<file path="src/rtl/nand_seq_pkg.sv">
package nand_seq_pkg;
  localparam int COL_BYTES = 2;
  localparam int ROW_BYTES = 3;
  localparam int ADDR_MAX  = COL_BYTES + ROW_BYTES;
  localparam int SLOT_W    = 3;

  typedef enum logic [2:0] {
    ST_IDLE,
    ST_SU,
    ST_LO,
    ST_HI,
    ST_DONE
  } seq_state_e;
endpackage

</file>
<file path="src/rtl/nand_phase_timer.sv">
module nand_phase_timer #(
  parameter int TW = 4
) (
  input  logic          clk_i,
  input  logic          rst_ni,
  input  logic          clr_i,
  input  logic [TW-1:0] lim_i,
  output logic          last_o
);
  logic [TW-1:0] cnt_q;

  always_ff @(posedge clk_i or negedge rst_ni) begin
    if (!rst_ni)    cnt_q <= '0;
    else if (clr_i) cnt_q <= '0;
    else            cnt_q <= cnt_q + 1'b1;
  end

  assign last_o = (cnt_q == lim_i - 1'b1);
endmodule

</file>
<file path="src/rtl/nand_byte_sel.sv">
module nand_byte_sel
  import nand_seq_pkg::*;
(
  input  logic [SLOT_W-1:0]    slot_i,
  input  logic [SLOT_W-1:0]    nadr_i,
  input  logic [7:0]           cmd1_i,
  input  logic [7:0]           cmd2_i,
  input  logic [8*COL_BYTES-1:0] col_i,
  input  logic [8*ROW_BYTES-1:0] row_i,
  output logic [7:0]           byte_o,
  output logic                 cle_o,
  output logic                 ale_o
);
  logic [8*ADDR_MAX-1:0] addr_vec;
  logic [7:0]            addr_b [ADDR_MAX];
  logic [SLOT_W-1:0]     idx;
  logic [7:0]            abyte;
  logic                  is_cmd1, is_addr;

  // column first, low byte first
  assign addr_vec = {row_i, col_i};

  for (genvar k = 0; k < ADDR_MAX; k++) begin : g_ab
    assign addr_b[k] = addr_vec[8*k +: 8];
  end

  assign idx     = slot_i - 1'b1;
  assign is_cmd1 = (slot_i == '0);
  assign is_addr = !is_cmd1 && (slot_i <= nadr_i);

  always_comb begin
    abyte = '0;
    for (int k = 0; k < ADDR_MAX; k++)
      if (idx == SLOT_W'(k)) abyte = addr_b[k];
  end

  always_comb begin
    if (is_cmd1) begin
      byte_o = cmd1_i; cle_o = 1'b1; ale_o = 1'b0;
    end else if (is_addr) begin
      byte_o = abyte;  cle_o = 1'b0; ale_o = 1'b1;
    end else begin
      byte_o = cmd2_i; cle_o = 1'b1; ale_o = 1'b0;
    end
  end
endmodule

</file>
<file path="src/rtl/nand_seq_fsm.sv">
module nand_seq_fsm
  import nand_seq_pkg::*;
#(
  parameter int SETUP_CLKS = 2,
  parameter int WE_LO_CLKS = 3,
  parameter int WE_HI_CLKS = 2,
  parameter int TW         = 4
) (
  input  logic                   clk_i,
  input  logic                   rst_ni,
  input  logic                   req_valid_i,
  input  logic [7:0]             req_cmd1_i,
  input  logic [7:0]             req_cmd2_i,
  input  logic                   req_has_cmd2_i,
  input  logic                   req_addr_en_i,
  input  logic [8*COL_BYTES-1:0] req_col_i,
  input  logic [8*ROW_BYTES-1:0] req_row_i,
  input  logic                   req_modify_i,
  input  logic                   cfg_five_cyc_i,
  input  logic                   tmr_last_i,
  output logic                   tmr_clr_o,
  output logic [TW-1:0]          tmr_lim_o,
  output seq_state_e             state_o,
  output logic [SLOT_W-1:0]      slot_o,
  output logic [SLOT_W-1:0]      nadr_o,
  output logic [7:0]             cmd1_o,
  output logic [7:0]             cmd2_o,
  output logic [8*COL_BYTES-1:0] col_o,
  output logic [8*ROW_BYTES-1:0] row_o,
  output logic                   modify_o
);
  seq_state_e        state_q;
  logic [SLOT_W-1:0] slot_q, last_q, nadr_q;
  logic              adv, accept;
  logic [SLOT_W-1:0] nadr_d;

  assign accept = (state_q == ST_IDLE) && req_valid_i;
  assign adv    = tmr_last_i && (state_q inside {ST_SU, ST_LO, ST_HI});
  assign nadr_d = !req_addr_en_i ? '0 :
                  (cfg_five_cyc_i ? SLOT_W'(ADDR_MAX) : SLOT_W'(ADDR_MAX - 1));

  always_comb begin
    case (state_q)
      ST_SU:   tmr_lim_o = TW'(SETUP_CLKS);
      ST_LO:   tmr_lim_o = TW'(WE_LO_CLKS);
      ST_HI:   tmr_lim_o = TW'(WE_HI_CLKS);
      default: tmr_lim_o = TW'(1);
    endcase
  end
  assign tmr_clr_o = adv || !(state_q inside {ST_SU, ST_LO, ST_HI});

  always_ff @(posedge clk_i or negedge rst_ni) begin
    if (!rst_ni) begin
      state_q  <= ST_IDLE;
      slot_q   <= '0;
      last_q   <= '0;
      nadr_q   <= '0;
      cmd1_o   <= '0;
      cmd2_o   <= '0;
      col_o    <= '0;
      row_o    <= '0;
      modify_o <= 1'b0;
    end else begin
      case (state_q)
        ST_IDLE: if (accept) begin
          state_q  <= ST_SU;
          slot_q   <= '0;
          nadr_q   <= nadr_d;
          last_q   <= nadr_d + SLOT_W'(req_has_cmd2_i);
          cmd1_o   <= req_cmd1_i;
          cmd2_o   <= req_cmd2_i;
          col_o    <= req_col_i;
          row_o    <= req_row_i;
          modify_o <= req_modify_i;
        end
        ST_SU: if (adv) state_q <= ST_LO;
        ST_LO: if (adv) state_q <= ST_HI;
        ST_HI: if (adv) begin
          if (slot_q == last_q) state_q <= ST_DONE;
          else begin
            state_q <= ST_SU;
            slot_q  <= slot_q + 1'b1;
          end
        end
        ST_DONE: begin
          state_q  <= ST_IDLE;
          modify_o <= 1'b0;
        end
        default: state_q <= ST_IDLE;
      endcase
    end
  end

  assign state_o = state_q;
  assign slot_o  = slot_q;
  assign nadr_o  = nadr_q;


  busy_ignore_chk: assert property (@(posedge clk_i) disable iff (!rst_ni)
    (state_q inside {ST_SU, ST_LO, ST_HI}) |=> $stable(cmd1_o) && $stable(last_q));

  done_once_chk: assert property (@(posedge clk_i) disable iff (!rst_ni)
    (state_q == ST_DONE) |=> (state_q == ST_IDLE));
endmodule

</file>
<file path="src/rtl/nand_cmd_seq.sv">
module nand_cmd_seq
  import nand_seq_pkg::*;
#(
  parameter int SETUP_CLKS = 2,
  parameter int WE_LO_CLKS = 3,
  parameter int WE_HI_CLKS = 2
) (
  input  logic        clk_i,
  input  logic        rst_ni,
  input  logic        req_valid_i,
  input  logic [7:0]  req_cmd1_i,
  input  logic [7:0]  req_cmd2_i,
  input  logic        req_has_cmd2_i,
  input  logic        req_addr_en_i,
  input  logic [15:0] req_col_i,
  input  logic [23:0] req_row_i,
  input  logic        req_modify_i,
  input  logic        cfg_five_cyc_i,
  output logic        busy_o,
  output logic        done_o,
  output logic        ce_n_o,
  output logic        cle_o,
  output logic        ale_o,
  output logic        we_n_o,
  output logic        re_n_o,
  output logic        wp_n_o,
  output logic [15:0] io_o,
  output logic        io_oe_o
);
  localparam int MAXC = (SETUP_CLKS > WE_LO_CLKS) ?
                        ((SETUP_CLKS > WE_HI_CLKS) ? SETUP_CLKS : WE_HI_CLKS) :
                        ((WE_LO_CLKS > WE_HI_CLKS) ? WE_LO_CLKS : WE_HI_CLKS);
  localparam int TW   = $clog2(MAXC + 1) + 1;

  seq_state_e        state;
  logic [SLOT_W-1:0] slot, nadr;
  logic [7:0]        cmd1, cmd2, sel_byte;
  logic [15:0]       col;
  logic [23:0]       row;
  logic              modify, sel_cle, sel_ale, in_cyc;
  logic              tmr_clr, tmr_last;
  logic [TW-1:0]     tmr_lim;

  nand_seq_fsm #(
    .SETUP_CLKS(SETUP_CLKS), .WE_LO_CLKS(WE_LO_CLKS),
    .WE_HI_CLKS(WE_HI_CLKS), .TW(TW)
  ) u_fsm (
    .clk_i, .rst_ni, .req_valid_i, .req_cmd1_i, .req_cmd2_i,
    .req_has_cmd2_i, .req_addr_en_i, .req_col_i, .req_row_i,
    .req_modify_i, .cfg_five_cyc_i,
    .tmr_last_i(tmr_last), .tmr_clr_o(tmr_clr), .tmr_lim_o(tmr_lim),
    .state_o(state), .slot_o(slot), .nadr_o(nadr),
    .cmd1_o(cmd1), .cmd2_o(cmd2), .col_o(col), .row_o(row),
    .modify_o(modify)
  );

  nand_phase_timer #(.TW(TW)) u_tmr (
    .clk_i, .rst_ni, .clr_i(tmr_clr), .lim_i(tmr_lim), .last_o(tmr_last)
  );

  nand_byte_sel u_sel (
    .slot_i(slot), .nadr_i(nadr), .cmd1_i(cmd1), .cmd2_i(cmd2),
    .col_i(col), .row_i(row),
    .byte_o(sel_byte), .cle_o(sel_cle), .ale_o(sel_ale)
  );

  assign in_cyc  = state inside {ST_SU, ST_LO, ST_HI};
  assign ce_n_o  = !in_cyc;
  assign we_n_o  = (state != ST_LO);
  assign re_n_o  = 1'b1;
  assign cle_o   = in_cyc && sel_cle;
  assign ale_o   = in_cyc && sel_ale;
  assign io_oe_o = in_cyc;
  assign io_o    = in_cyc ? {8'h00, sel_byte} : 16'h0000;
  assign wp_n_o  = in_cyc && modify;
  assign busy_o  = (state != ST_IDLE);
  assign done_o  = (state == ST_DONE);


  cle_ale_excl_chk: assert property (@(posedge clk_i) disable iff (!rst_ni)
    !(cle_o && ale_o));

  wp_stable_chk: assert property (@(posedge clk_i) disable iff (!rst_ni)
    (!ce_n_o && $past(!ce_n_o)) |-> $stable(wp_n_o));

  we_lo_width_chk: assert property (@(posedge clk_i) disable iff (!rst_ni)
    (WE_LO_CLKS > 1 && $fell(we_n_o)) |=> !we_n_o);

  hold_chk: assert property (@(posedge clk_i) disable iff (!rst_ni)
    $rose(we_n_o) |-> ($stable(io_o) && $stable(cle_o) && $stable(ale_o) && !ce_n_o));

  done_pulse_chk: assert property (@(posedge clk_i) disable iff (!rst_ni)
    done_o |=> !done_o && !busy_o);

  idle_lvl_chk: assert property (@(posedge clk_i) disable iff (!rst_ni)
    !busy_o |-> (ce_n_o && we_n_o && !io_oe_o && !cle_o && !ale_o && !wp_n_o));
endmodule

</file>
<file path="config.mk">
export PLATFORM = sky130hd
export DESIGN_NAME = nand_cmd_seq
export DESIGN_NICKNAME = d
export VERILOG_FILES = /design/src/rtl/nand_seq_pkg.sv /design/src/rtl/nand_phase_timer.sv /design/src/rtl/nand_byte_sel.sv /design/src/rtl/nand_seq_fsm.sv /design/src/rtl/nand_cmd_seq.sv
export SDC_FILE = /design/constraint.sdc
export NUM_CORES = 1
export LEC_CHECK = 0
export BUFFER_PORTS_ARGS = -buffer_cell sky130_fd_sc_hd__clkbuf_2
export CORE_MARGIN = 2
export CORE_UTILIZATION = 50
export DETAILED_ROUTE_END_ITERATION = 7
export PLACE_DENSITY = 0.75
export SYNTH_ARGS = -nofsm -noshare
export SYNTH_HDL_FRONTEND = slang
export SYNTH_SLANG_ARGS = --single-unit
</file>
<file path="constraint.sdc">
create_clock -name clk_i -period 2.5 [get_ports clk_i]
set_clock_uncertainty 0.2 [all_clocks]
set_input_delay 0.375 -clock clk_i [delete_from_list [all_inputs] [get_ports clk_i]]
set_output_delay 0.375 -clock clk_i [all_outputs]
set_load 0.005 [all_outputs]
</file>
Yosys cells after proc, flatten, opt, wreduce, memory -nomap -nowiden
Cells that the tools add are included.
Storage, ports and cells
  register bits after elaboration: 72
  logic and storage cells: 81
  input port bits: 63
  output and inout bits: 25
Operators by class
  add/subtract/negate cells: 5
  multiplexer cells: 28
  eq/ne operators: 16
  $lt $le $gt $ge: 1
  reductions and logical operators: 21
Operators with widths (number)
  $mux W8: 8
  $mux W3: 10
  $eq A3 B2 Y1 const B: 4
  $pmux W3 S4: 1
  $logic_not A3 Y1: 3
  $ne A2 B1 Y1 const B: 4
  $reduce_and A4 Y1: 2
  $add A3 B1 Y3 const B: 2
  $eq A3 B1 Y1 const B: 2
  $eq A3 B3 Y1: 2
  $eq A3 B3 Y1 const B: 2
  $logic_and A1 B1 Y1: 6
  $mux W1: 6
  $pmux W3 S2: 1
  $reduce_bool A3 Y1: 2
  $pmux W2 S2: 1
  $reduce_and A2 Y1: 2
  $reduce_bool A2 Y1: 2
  $add A3 B1 Y3: 1
  $le A3 B3 Y1: 1
  $ne A3 B2 Y1 const B: 1
  $sub A2 B1 Y3 const B: 1
  $sub A3 B1 Y3 const B: 1
  $logic_not A1 Y1: 2
  other kinds (4): 4

Logic depth before layout (Yosys ltp)
  depth after elaboration: 10
  gate-level depth with buffers: 9
  gate-level depth less buffers: 7

Modules after synthesis
Synthesis repeated with hierarchy kept, for this count alone.
Second synthesis, totals
  cell total of the unflattened synthesis: 318
  area, all modules: 4139.0 um^2
Modules (own cells, without submodules)
  nand_seq_fsm: cells an instance 178, seq. area each 1676.6 um^2, instances 1, area each 3012.9 um^2
  nand_byte_sel: cells an instance 96, seq. area each 0.0 um^2, instances 1, area each 719.4 um^2
  nand_cmd_seq: cells an instance 29, seq. area each 0.0 um^2, instances 1, area each 225.2 um^2
  nand_phase_timer: cells an instance 15, seq. area each 75.1 um^2, instances 1, area each 181.4 um^2

Worst setup path after synthesis
No wires, ideal clock.
  path type: reg-to-output
  start point: register u_fsm.slot_q[0] (netlist: u_fsm.slot_o[0])
  end point: output port io_o[5]
  arrival time: 1.654 ns
  path buffers: 2
  setup slack: 0.271 ns
  data required time: 1.925 ns
  cell stages (with the launch flop): 10
  cells stage by stage: dfrtp_1 -> inv_1 -> ha_1 -> buf_6 -> nor2b_4 -> buf_6 -> a22oi_2 -> a221oi_2 -> nand2_1 -> a311oi_2
On the way
  longest elaborated chain between the ends: 10
  elaborated cells between the ends (all ways): 18
  those cells by class: add/sub (1); order compare (1); eq/ne (4); mux (8); reduce/logical (4)
Ends and longest elaborated chain
  from (decl): line nand_seq_fsm.sv:33  | logic [SLOT_W-1:0] slot_q, last_q, nadr_q;
  from (signal assigned): line nand_seq_fsm.sv:82  | slot_q <= slot_q + 1'b1;
  $sub A3 B1 Y3: line nand_byte_sel.sv:27  | assign idx = slot_i - 1'b1;
  $logic_not A3 Y1: line nand_byte_sel.sv:34  | if (idx == SLOT_W'(k)) abyte = addr_b[k];
  $mux W8 (5 in series): line nand_byte_sel.sv:34
  $mux W8: line nand_byte_sel.sv:40  | end else if (is_addr) begin
  $mux W8 *: line nand_byte_sel.sv:38  | if (is_cmd1) begin
  $mux W8 *: line nand_cmd_seq.sv:74  | assign io_o = in_cyc ? {8'h00, sel_byte} : 16'h0000;
  to (decl): line nand_cmd_seq.sv:27  | output logic [15:0] io_o,
Every way passes the cells marked *; elsewhere a longest branch is shown, timed or not.

Worst setup path in the final report
  start point: register u_fsm.slot_q[1] (netlist: u_fsm.slot_o[1])
  end point: output port io_o[5]
The elaborated chain is that of the path after synthesis.

==> qor.csv <==
metric;value;unit
cts_buffers;9;
hp-class;primary input to flop;
drt_iter0_drc;145;
num_rows;31;
maxSlewHeadroom;0.602;
totalPowerFinal;0.00607;W
synth_top_cell_area_share;0.482;
initial_core_util;0.509;
setup_viol;9;
postSynthAreaPerCell;8.47;sq um
fillCellCount;643;
worstSetupPathType;flop to output port;
finalWorstSetupSlack;-217;ps
final_util;0.625;
fp.dieH;89.2;um
critPathCaptureType;output port;
async_flop_share;1.00;
vias;3094;
fin_crit_sh;1.09;
ios;88;
grt_pass1_vias;2948;
fin_worst_hold_slack;8.06;ps
cts_max_level;3;
worstMarginPinSlew;597;ps
antenna_found_initial;0;
power_leakage;2.34;nW
grt_start_max_net_pins;60;
status;finished with violations;
place_hpwl;6140;um
dieWidth;89.2;um
power_density;1360;mW/mm^2
grt.overflow.total;0;
layout-drive-gt1-share;0.282;
hold_violations;0;
grt_pass1_wl;13800;um
area_growth;22.8;%
first_pass_iters;4;
grtUsageTotal;0.227;
cp_data_required_time;1920;ps
violations;setup timing;
portBuffers;78;
synthCells;429;
cts.path.max_buffers;2;
netlist_area;0.00363;sq mm
cts.sinks;70;
cts-root-buf;clkbuf_8;
dieArea;0.00796;sq mm
ir_worst_vdd;0.701;mV
max_cap_viol_count;0;
drv_slew;0;
route.detailed.drc;0;
drt-total-wl;8530;um
wl_per_cell;13.7;um
netlist_top_cells_count;nand2_1, dfrtp_1, nor2_1, buf_4, o21ai_0;
postLayoutCellArea;0.00446;sq mm
vias_per_cell;4.97;
cts_tree;yes;
regToRegSetupSlack;580;ps
path_max_fanout;7;
min_period;2720;ps
synth-seq-cells;70;
place.gp.congestion;0.881;
synth_most_common_cell;nand2_1;
coreArea;0.00714;sq mm
clk_latency;350;ps
synth_edf_count;0;
grt_setup_unrepaired;true;
ys_types;45;
synth_top_area_cell;dfrtp_1;
synth_warnings;0;
ys_seq_area_frac;0.482;
placedInstanceArea;0.00405;sq mm
ant_nets;0;
synth_ff_type;dfrtp_1;
worst_setup_path_start_kind;flop;
clk_pin_slew;70;ps
max_clock_freq;368;MHz
synthTopCellsByArea;dfrtp_1, nand2_1, ha_1, buf_6, buf_4;
diodes;0;
nets;592;
arrival;2140;ps
==> through the flow <==
stage / TNS (ps) / worst slack (ps) / instances
after floorplan: 0 / 271 / 436
after global placement: 0 / 103 / 597
after detailed placement: 0 / 32.3 / 597
after CTS: -1220 / -171 / 620
after global routing: -2390 / -329 / 623
final: -1440 / -217 / 623
==> logic make-up after synthesis <==
group / after synthesis / share of synthesized area
simple gates: 258 / 0.301
flops: 70 / 0.482
compound gates: 42 / 0.0881
buf+inv: 40 / 0.0747
fa+ha+maj: 10 / 0.0344
xor+xnor: 5 / 0.0121
other cells: 2 / 0.00207
mux: 2 / 0.00585
==> flip-flops by register name (all words and copies together) (netlist names) <==
name            cells
u_fsm.row_o        24
u_fsm.cmd1_o        8
u_fsm.nadr_o        2
u_fsm.modify_o      1
u_tmr.cnt_q         3
u_fsm.col_o        16
u_fsm.cmd2_o        8
u_fsm.state_o       3
u_fsm.last_q        2
u_fsm.slot_o        3
==> worst max-delay path, cell delays in order (launching register included) <==
cell and delay [ps]:
dfrtp_2 470, inv_4 120, ha_4 150, nor2b_4 230
a22oi_2 90, a221oi_2 250, nand2_1 100, a311oi_2 210
buf_2 160
==> routing by layer <==
metal | track usage | vias up | part of all wire
met1 | 0.300 | 1445 | 0.44
met5 | 0 | - | 0
met3 | 0.0637 | 18 | 0.063
met2 | 0.363 | 90 | 0.47
li1 | - | 1541 | -
met4 | 0.0773 | 0 | 0.023
==> final cells by class <==
type | instances | area (sq um) | area share
clock buffers | 13 | 159 | 0.0356
repair buffers | 102 | 583 | 0.131
well taps | 99 | 124 | 0.0278
clock inverters | 3 | 42.5 | 0.00954
flip-flops and latches | 70 | 1750 | 0.393
inverters | 9 | 38.8 | 0.00870
multi-input cells | 327 | 1760 | 0.394
==> report_power, final <==
part / internal, W / leakage, nW / switching, W / total, W
sequential: 0.00164 / 0.879 / 0.000359 / 0.00200
combinational: 0.00141 / 1.36 / 0.00173 / 0.00314
clock: 0.000514 / 0.0996 / 0.000413 / 0.000928
total: 0.00356 / 2.34 / 0.00250 / 0.00607
==> path summary, 6_finish.rpt <==
path / start / to / cells after the start
max: u_fsm.slot_o[1]$_DFFE_PN0P_ / io_o[5] / 8
min: req_cmd1_i[7] / u_fsm.cmd1_o[7]$_DFFE_PN0P_ / 3
max reg2reg: u_fsm.state_o[1]$_DFFE_PN0P_ / u_fsm.row_o[13]$_DFFE_PN0P_ / 6
min reg2reg: u_fsm.cmd1_o[3]$_DFFE_PN0P_ / u_fsm.cmd1_o[3]$_DFFE_PN0P_ / 2
max in group asynchronous: rst_ni / u_fsm.slot_o[1]$_DFFE_PN0P_ / 3
min in group asynchronous: rst_ni / u_fsm.col_o[8]$_DFFE_PN0P_ / 3
==> cells in the final DEF, fill, tap and decap left out, types with 6 or more instances in the layout <==
master | Yosys | routed
inv_1 | 8 | 6
nand2_1 | 202 | 202
clkbuf_2 | 0 | 73
nor2_1 | 24 | 24
a22oi_1 | 6 | 6
o2bb2ai_1 | 7 | 7
o21ai_0 | 11 | 7
conb_1 | 2 | 9
nand3_1 | 9 | 9
dfrtp_1 | 70 | 68
ha_1 | 10 | 6
clkbuf_8 | 0 | 11
buf_4 | 12 | 20
==> timing repair <==
| item | 4_1_cts | 5_1_grt |
|---|---|---|
| pin swaps | 8 | 11 |
| endpoints found under the hold margin | 71 | 0 |
| endpoints found under the setup margin | 9 | 10 |
| setup buffers | 4 | 3 |
| resized for setup | 20 | 15 |
| hold buffers | 2 | 0 |
| gates cloned | 1 | 0 |
No activity file was read; power rests on OpenSTA's default activity.
